[src/rtl/cfpred_pkg.sv]
package cfpred_pkg;

    localparam int FIELD_W = 4;

    typedef enum logic [1:0] {
        FLAG_LT = 2'd0,
        FLAG_GT = 2'd1,
        FLAG_EQ = 2'd2,
        FLAG_SO = 2'd3
    } flag_e;

    typedef enum logic {
        ST_IDLE = 1'b0,
        ST_WALK = 1'b1
    } state_e;

    // Bit position of a flag inside one field: LT is the top bit.
    function automatic int flag_pos(flag_e f);
        int pos;
        unique case (f)
            FLAG_LT: pos = 3;
            FLAG_GT: pos = 2;
            FLAG_EQ: pos = 1;
            FLAG_SO: pos = 0;
            default: pos = 0;
        endcase
        return pos;
    endfunction

endpackage

[src/rtl/cfpred_bit_pick.sv]
module cfpred_bit_pick
    import cfpred_pkg::*;
(
    input  logic [FIELD_W-1:0] field,
    input  logic [2:0]         sel,
    output logic               hit
);
    flag_e flag;
    logic  raw;

    always_comb begin
        flag = flag_e'(sel[2:1]);
        raw  = field[flag_pos(flag)];
        hit  = raw ^ sel[0];
    end
endmodule

[src/rtl/cfpred_lane_decode.sv]
module cfpred_lane_decode
    import cfpred_pkg::*;
#(
    parameter int LANES = 16
) (
    input  logic [LANES*FIELD_W-1:0] win,
    input  logic [2:0]               sel,
    output logic [LANES-1:0]         hit
);
    for (genvar i = 0; i < LANES; i++) begin : g_lane
        cfpred_bit_pick u_pick (
            .field (win[i*FIELD_W +: FIELD_W]),
            .sel   (sel),
            .hit   (hit[i])
        );
    end
endmodule

[src/rtl/cfpred_vl_limit.sv]
module cfpred_vl_limit #(
    parameter int VL_W  = 7,
    parameter int LANES = 16,
    localparam int CNT_W = $clog2(LANES + 1)
) (
    input  logic [VL_W-1:0]  vec_len,
    output logic [CNT_W-1:0] eff_vl,
    output logic             over,
    output logic [LANES-1:0] lane_en
);
    always_comb begin
        over   = (vec_len > VL_W'(LANES));
        eff_vl = over ? CNT_W'(LANES) : vec_len[CNT_W-1:0];
    end

    for (genvar i = 0; i < LANES; i++) begin : g_en
        assign lane_en[i] = (CNT_W'(i) < eff_vl);
    end
endmodule

[src/rtl/cfpred_mask_gen.sv]
module cfpred_mask_gen
    import cfpred_pkg::*;
#(
    parameter int NUM_FIELDS = 64,
    parameter int BASE_FIELD = 48,
    parameter int VL_W       = 7,
    localparam int LANES     = NUM_FIELDS - BASE_FIELD,
    localparam int BANK_W    = NUM_FIELDS * FIELD_W,
    localparam int CNT_W     = $clog2(LANES + 1),
    localparam int IDX_W     = (LANES > 1) ? $clog2(LANES) : 1
) (
    input  logic              clk,
    input  logic              rst_n,
    input  logic              start,
    input  logic              step_mode,
    input  logic [2:0]        cond_sel,
    input  logic [VL_W-1:0]   vec_len,
    input  logic [BANK_W-1:0] cf_bank,
    output logic [LANES-1:0]  mask,
    output logic              done,
    output logic              busy,
    output logic              vl_err
);
    state_e                  state, state_nx;
    logic [LANES*FIELD_W-1:0] win;
    logic [LANES-1:0]        bulk_hit;
    logic [LANES-1:0]        lane_en;
    logic [CNT_W-1:0]        eff_vl;
    logic                    over;
    logic [2:0]              sel_q;
    logic [IDX_W-1:0]        walk_idx;
    logic [IDX_W-1:0]        last_q;
    logic [FIELD_W-1:0]      walk_field;
    logic                    walk_bit;
    logic                    accept;
    logic                    go_walk;

    // Predicate window: fields BASE_FIELD .. NUM_FIELDS-1.
    assign win = cf_bank[BASE_FIELD*FIELD_W +: LANES*FIELD_W];

    if (BASE_FIELD > 0) begin : g_low
        logic unused_low;
        assign unused_low = ^cf_bank[BASE_FIELD*FIELD_W-1:0];
    end

    cfpred_vl_limit #(.VL_W(VL_W), .LANES(LANES)) u_limit (
        .vec_len (vec_len),
        .eff_vl  (eff_vl),
        .over    (over),
        .lane_en (lane_en)
    );

    cfpred_lane_decode #(.LANES(LANES)) u_bulk (
        .win (win),
        .sel (cond_sel),
        .hit (bulk_hit)
    );

    assign walk_field = win[walk_idx*FIELD_W +: FIELD_W];

    cfpred_bit_pick u_walk (
        .field (walk_field),
        .sel   (sel_q),
        .hit   (walk_bit)
    );

    assign accept  = start && (state == ST_IDLE);
    assign go_walk = accept && step_mode && (eff_vl != '0);
    assign busy    = (state == ST_WALK);

    // Next-state logic.
    always_comb begin
        state_nx = state;
        unique case (state)
            ST_IDLE: if (go_walk) state_nx = ST_WALK;
            ST_WALK: if (walk_idx == last_q) state_nx = ST_IDLE;
            default: state_nx = ST_IDLE;
        endcase
    end

    // State register.
    always_ff @(posedge clk or negedge rst_n) begin
        if (!rst_n) state <= ST_IDLE;
        else        state <= state_nx;
    end

    // Output and datapath registers.
    always_ff @(posedge clk or negedge rst_n) begin
        if (!rst_n) begin
            mask     <= '0;
            done     <= 1'b0;
            vl_err   <= 1'b0;
            sel_q    <= '0;
            walk_idx <= '0;
            last_q   <= '0;
        end else begin
            done <= 1'b0;
            unique case (state)
                ST_IDLE: begin
                    if (accept) begin
                        vl_err   <= over;
                        sel_q    <= cond_sel;
                        walk_idx <= '0;
                        last_q   <= IDX_W'(eff_vl - CNT_W'(1));
                        if (go_walk) begin
                            mask <= '0;
                        end else begin
                            mask <= bulk_hit & lane_en;
                            done <= 1'b1;
                        end
                    end
                end
                ST_WALK: begin
                    mask[walk_idx] <= walk_bit;
                    walk_idx       <= walk_idx + IDX_W'(1);
                    if (walk_idx == last_q) done <= 1'b1;
                end
                default: ;
            endcase
        end
    end
endmodule

[config.mk]
export PLATFORM = sky130hd
export DESIGN_NAME = cfpred_mask_gen
export DESIGN_NICKNAME = d
export VERILOG_FILES = /design/src/rtl/cfpred_pkg.sv /design/src/rtl/cfpred_bit_pick.sv /design/src/rtl/cfpred_lane_decode.sv /design/src/rtl/cfpred_vl_limit.sv /design/src/rtl/cfpred_mask_gen.sv
export SDC_FILE = /design/constraint.sdc
export NUM_CORES = 1
export LEC_CHECK = 0
export ABC_AREA = 1
export BUFFER_PORTS_ARGS = -buffer_cell sky130_fd_sc_hd__clkbuf_2
export CAP_MARGIN = 20
export CORE_MARGIN = 5
export CORE_UTILIZATION = 35
export CTS_BUF_LIST = sky130_fd_sc_hd__clkbuf_2
export CTS_CLUSTER_DIAMETER = 150
export DETAILED_ROUTE_END_ITERATION = 8
export PLACE_DENSITY = 0.77
export SLEW_MARGIN = 25
export SYNTH_ARGS = -nofsm -noshare
export SYNTH_HDL_FRONTEND = slang
export SYNTH_HIERARCHICAL = 1
export SYNTH_SLANG_ARGS = --single-unit
[constraint.sdc]
create_clock -name clk -period 2.22 [get_ports clk]
set_input_delay 0.222 -clock clk [delete_from_list [all_inputs] [get_ports clk]]
set_output_delay 0.222 -clock clk [all_outputs]
set_load 0.02 [all_outputs]
==> metrics.txt, run 1 <==
most frequent CP cell nand2_1; worst path cell trace inv_4 -> clkbuf_16 -> nand2_1 -> nand3_1 -> nand2_1 -> nand2_1 -> nand2_1 -> inv_1 -> nand2_1 -> nand2_1 -> nand3_1 -> nand3_1 -> nand2_2 -> buf_12 -> buf_12 -> nand3_1 -> nand3_1; Min-Delay Endpoint busy; Net Sw Power 0.00254 W; DRC 0; overall die width 117 µm; Fin Hold WS roughly 0.21 ns; CP delay by family, top simple AND/OR/NAND/NOR gates; dpl cells between 900 and 1000; post-route setup slack ~0.14 ns; multi-input logic area 0.00248 mm²; FF-to-FF End mask[0]; Starting DRT DRC Count 453; #FFs+latches synth 30; synthesized cell area roughly 0.0040 mm²; Max Fanout on Critical Path 12; share of cells above drive strength 1 20.1%; Congestion Overflow GR 0; Site Rows 39; Fin. Hold Viols 0; min Tclk post-route 2.08 ns; Die ar. 0.0136 mm²; vias in the first global route around 4300; Clk Latency, worst-skew pair 0.39 ns; sequential area share after synthesis 18.9%; P&R area growth vs syn 20.2%; slew margin rel. 48.3%; Starting Density 35.2%; Flop pwr share 21.7%; power share of the clock group 6.2%; diode count 0; Setup crit start walk_idx[0]; CP max-delay cell dfrtp_2; Arrival @ worst endpoint 2.35 ns; fmax 0.482 GHz; pre-CTS WS 0.194 ns; die height roughly 120 µm; Peak VDD IR roughly 0.50 mV; CP peak stage delay 0.48 ns; Max-cap violations 0; R2R Setup Slk 0.14 ns; status completed; Top Ports between 200 and 300; commonest non-fill, non-tap cells in the layout nand2_1 (270), inv_1 (144), nand3_1 (109); Worst Hold Path Cells 3; skew final 0.0106 ns; final count of negative-setup-slack endpoints 0; CTS tree built; initial antenna violation count 0; worst path buffer plus inverter count 5; YS warnings 6; Final TNS setup 0 ns; worst min path class in -> reg; Sw Ratio approximately 54%; hold path startpoint step_mode; register area 752 µm²; Setup crit end kind register; Synth Instances between 700 and 800; core area between 0.01 and 0.015 mm²; Logic pwr share just over 70%; Internal 0.00216 W; Placer Congestion 0.869; H-tree Lvls 2; drt via density 4.90; max-slew violation count 0; slew of the pin with the lowest slew margin between 0.7 and 0.8 ns; unrepaired setup endpoints after global routing true; RR Startpoint walk_idx[0]; syn_area_per_cell between 5 and 6 µm²; critical path required time between 2 and 3 ns; Detail Route Antenna Nets 0; first-pass GRT wire length approximately 21000 µm; synth unique cells 33; Post-Syn Nets 991; critical setup path kind reg -> reg; TritonRoute pass-1 iters 7; CP Launch Type register; commonest non-fill, non-tap cell in the layout nand2_1; Fill cells 1230; Clock Path Buffers 2; CTS root buf clkbuf_2; Leakage 3.02 nW; DP Wirelength slightly below 10000 µm; nets@finish 1092; pwr dens approximately 1000 mW/mm²; final std cells w/o fill 960; worst r2r path cells 17; wire per inst ~13 µm; period utilisation layout ~93%; CTS Buf Count 5; Routed WL 12800 µm; Port Buffers 96; vias 4708; clock-pin slew on the worst setup and hold paths around 0.18 ns; TritonCTS Sinks 30; largest net degree at the start of global routing between 40 and 50; GRT Total Usage 18.9%
-- registers in the layout (all words and copies together), names as in the netlist --
register	cells
busy	1
done	1
last_q	4
mask	16
sel_q	3
vl_err	1
walk_idx	4
-- repair_timing --
action	in CTS	in global routing
gates resized for setup	0	6
endpoints found under the hold margin	30	0
buffers inserted	0	2
setup endpoints to repair	0	3
hold buffers	1	0
-- Yosys cell counts, drive strengths merged --
library cell | count | area, µm²
inv | 157 | 604
a31oi | 1 | 6.26
ha | 6 | 75.1
and3 | 12 | 75.1
nor2 | 22 | 109
dfrtp | 30 | 751
buf | 19 | 141
o21ai | 29 | 145
nand3b | 1 | 7.51
nand3 | 130 | 758
xor2 | 5 | 43.8
xnor2 | 1 | 8.76
nand4 | 9 | 56.3
a21oi | 3 | 15.0
clkbuf | 1 | 3.75
nand2 | 276 | 1080
a22o | 1 | 8.76
clkinv | 1 | 3.75
o211ai | 11 | 82.6
-- worst max path at each step --
stage | slack [ns] | depth (start not counted) | to
2_1_floorplan | 0.22 | 19 | mask[11]
3_3_place_gp | 0.24 | 12 | done
3_5_place_dp | 0.19 | 12 | mask[0]
4_1_cts | 0.21 | 19 | mask[12]
5_1_grt | -0.005 | 17 | mask[0]
6_report | 0.14 | 17 | mask[0]
-- routing by layer --
metal / vias to the layer above / share of wire, % / track usage (%)
li1: 2408 / - / -
met1: 2036 / 46 / 27.1
met2: 238 / 42 / 28.9
met3: 26 / 9.2 / 3.16
met4: 0 / 2.8 / 5.66
met5: - / 0 / 0
-- cells by family (layout without fill, tap and decap cells) --
kind of cell	Yosys count	in the layout	share of synthesized area, %
buffers and inverters	178	280	19.0
xor gates and xnor gates	6	6	1.32
DFF	30	30	18.9
and+or+nand+nor	450	450	52.4
AOI/OAI and AO/OA	45	45	6.49
adders and majority gates	6	6	1.89
-- metrics by stage --
step	utilization (%)	area [µm²]	power, W
after floorplan	-	3970	0.00317
after global routing	42.4	4780	0.00513
final	42.4	4780	0.00470
after CTS	41.5	4680	0.00439
after global placement	41.0	4630	0.00405
after detailed placement	41.0	4630	0.00411
-- worst reg2reg max path, cell delays in order (launching register included) --
cell and delay [ns]:
dfrtp_2 0.48, inv_4 0.13, clkbuf_16 0.17, nand2_1 0.06, nand3_1 0.06, nand2_1 0.07
nand2_1 0.07, nand2_1 0.05, inv_1 0.04, nand2_1 0.04, nand2_1 0.06, nand3_1 0.10
nand3_1 0.11, nand2_2 0.08, buf_12 0.13, buf_12 0.13, nand3_1 0.08, nand3_1 0.10
-- final cells by class --
| type | count | area share [%] |
|---|---|---|
| multi-input cells | 507 | 51.8 |
| flip-flops and latches | 30 | 15.7 |
| repair buffers | 114 | 15.0 |
| inverters | 158 | 12.8 |
| well taps | 143 | 3.75 |
| clock buffers | 5 | 0.524 |
| clock inverters | 3 | 0.341 |
-- power groups by stage --
stage | registers [W] | logic [W] | clock network (W)
2_1_floorplan | 0.00112 | 0.00205 | 0
4_1_cts | 0.00100 | 0.00310 | 0.000282
3_3_place_gp | 0.00101 | 0.00304 | 0
3_5_place_dp | 0.00102 | 0.00309 | 0
6_report | 0.00102 | 0.00339 | 0.000289
5_1_grt | 0.00105 | 0.00377 | 0.000309
Note: power is estimated with default switching activity, not from simulation.
==> run 2, diff against run 1 <==
- ABC_AREA: 1 -> default
- CORE_AREA: default -> 5 5 110 112
- CORE_MARGIN: 5 -> default
- CORE_UTILIZATION: 35 -> default
- DIE_AREA: default -> 0 0 115 117
- PLACE_DENSITY: 0.77 -> 0.71
==> metrics.txt, run 2 <==
status complete, but fails checks; Final Core Density 34.6%; fmax 0.387 GHz; Setup crit end kind register; worst min path class in -> reg; TritonCTS Sinks 30; Max Fanout on Critical Path 9; Leakage roughly 1.6 nW; vias in the first global route 3103; wire per inst roughly 18 µm; Fin Hold WS 0.215 ns; first-pass GRT wire length 15500 µm; pwr dens 1130 mW/mm²; slew of the pin with the lowest slew margin approximately 0.87 ns; FF-to-FF End mask[11]; Clk Latency, worst-skew pair ~0.39 ns; synth unique cells 39; worst r2r path cells 9; asr flop ratio synth 100%; clock-pin slew on the worst setup and hold paths between 0.15 and 0.2 ns; critical path required time around 2.5 ns; #FFs+latches synth 30; post-synth top area share 23.8%; critical setup path kind reg -> reg; YS warnings 6; min Tclk post-route about 2.6 ns; Die ar. around 0.013 mm²; Routed WL 9600 µm; multi-input logic area 0.00213 mm²; H-tree Lvls 2; failing checks negative setup slack; most common cell in the netlist mux4_2; Max-cap violations 0; Detail Route Antenna Nets 0; commonest non-fill, non-tap cells in the layout clkbuf_2 (102), mux4_2 (33), dfrtp_1 (29); CTS Buf Count 5; CTS tree built; skew final 0.00998 ns; Clock Path Buffers 2; Post-Syn Nets 566; drt via density 5.60; flip-flop count of the largest register after layout 16; Congestion Overflow GR 0; CP Launch Type register; sequential area share after synthesis 23.8%; RR Startpoint walk_idx[0]; CP delay by family, top multiplexers; commonest non-fill, non-tap cell in the layout clkbuf_2; biggest regs mask (16), last_q (4), walk_idx (4); P&R area growth vs syn 22.1%; Arrival @ worst endpoint around 2.9 ns; Top Ports 289; synthesized cell area around 0.0031 mm²; worst path buffer plus inverter count 2; Placer Congestion 0.873; GRT Total Usage about 15%; vias just under 3000; top post-synthesis cells by count mux4_2 (33), dfrtp_1 (30), nand3_1 (23), nand2_1 (21); Worst Hold Path Cells 4; Post-synth EDFFs 0; post-route setup slack -0.367 ns; Fin. Hold Viols 0; Synth Flop Type dfrtp_1; Synth Instances a little under 300; R2R Setup Slk -0.37 ns; share of cells above drive strength 1 between 40% and 50%; TritonRoute pass-1 iters 5; hold path startpoint vec_len[6]; final count of negative-setup-slack endpoints 16; nets@finish ~660; Starting Density between 20 and 30%; grt met2 use 22.9%; worst path cell trace clkbuf_16 -> mux4_2 -> a22oi_2 -> nand3_1 -> mux4_2 -> xor2_2 -> buf_6 -> nand3_1 -> a32oi_1; register area 752 µm²; die height 117 µm; Site Rows 39; initial antenna violation count 0; routing usage on met1 20.2%; Min-Delay Endpoint vl_err; CP max-delay cell mux4_2; Fill cells approximately 1100; Peak VDD IR ~0.56 mV; period utilisation layout 117%; DP Wirelength 7870 µm; core area around 0.011 mm²; max-slew violation count 0; slew margin rel. 41.5%; overall die width 115 µm; GRT met3 Usage 2.98%; unrepaired setup endpoints after global routing true; syn_area_per_cell 10.9 µm²; synth top area cells dfrtp_1 (24%), mux4_2 (24%), xor2_1 (4.7%), o2111ai_1 (4.5%), nand3_1 (3.7%); largest register by flop count mask; Starting DRT DRC Count 164; DRC 0; largest area contributor in the netlist dfrtp_1; CTS root buf clkbuf_2; busiest metal layer after global routing met2; CP peak stage delay 0.51 ns; Port Buffers 96; largest net degree at the start of global routing between 40 and 50
[run 2: cell count changes after synthesis, moves of 14 or more]
cell / change
nand2_1: -250
a21oi_1: +14
o2111ai_1: +16
nor2_1: -15
nand3_2: -19
mux4_2: +33
inv_1: -136
nand3_1: -87
[run 2: worst register-to-register path, stage by stage (launching register included)]
cell and delay (ns):
dfrtp_2 0.46, clkbuf_16 0.19, mux4_2 0.51, a22oi_2 0.14
nand3_1 0.09, mux4_2 0.51, xor2_2 0.17, buf_6 0.15
nand3_1 0.08, a32oi_1 0.21
[run 2: cell families after synthesis]
group / synth area share, %
DFF: 23.8
xor gates and xnor gates: 6.68
adders and majority gates: 2.38
AOI/OAI and AO/OA: 18.4
and+or+nand+nor: 11.8
buffers and inverters: 8.98
muxes: 27.9
[run 2: layout make-up]
type,count,area share (%)
well taps,143,4.65
repair buffers,118,18.4
clock buffers,6,0.781
inverters,9,0.879
diodes,1,0.0651
clock inverters,2,0.228
multi-input cells,224,55.5
flip-flops and latches,30,19.6
[run 2: worst max-delay path by stage]
stage / start / to / slack [ns] / cells after the start
finish: walk_idx[0] / mask[11] / -0.37 / 9
global route: walk_idx[0] / mask[8] / -0.52 / 9
global placement: walk_idx[0] / mask[4] / -0.32 / 9
CTS: walk_idx[0] / mask[6] / -0.41 / 9
detailed placement: walk_idx[0] / mask[11] / -0.39 / 9
floorplan: walk_idx[0] / mask[10] / -0.34 / 10
[run 2: per-layer routing]
| metal | vias up | part of all wire (%) |
|---|---|---|
| li1 | 1343 | - |
| met1 | 1440 | 45 |
| met2 | 183 | 45 |
| met3 | 17 | 7.8 |
| met4 | 0 | 2.0 |
| met5 | - | 0 |
[run 2: timing repair]
action / in CTS / in global routing
hold endpoints to repair: 30 / 0
hold buffers: 1 / 0
gates resized for setup: 1 / 4
cloned: 0 / 1
setup buffers: 1 / 1
pin swaps: 1 / 0
setup endpoints to repair: 16 / 16
[run 2: per-stage QoR]
stage,worst slack (ns),power (W),cells,instance area (µm²),TNS (ns)
2_1_floorplan,-0.341,0.00317,290,3150,-4.24
3_3_place_gp,-0.321,0.00386,520,3730,-4.53
3_5_place_dp,-0.386,0.00395,520,3730,-5.62
4_1_cts,-0.407,0.00425,530,3790,-5.83
5_1_grt,-0.516,0.00470,532,3840,-7.60
6_report,-0.367,0.00435,533,3840,-5.57
[run 2: power breakdown]
group | internal, W | total (W) | switching [W]
combinational | 0.00146 | 0.00302 | 0.00156
sequential | 0.000825 | 0.00105 | 0.000225
clock | 0.0000772 | 0.000278 | 0.000200
total | 0.00236 | 0.00435 | 0.00198
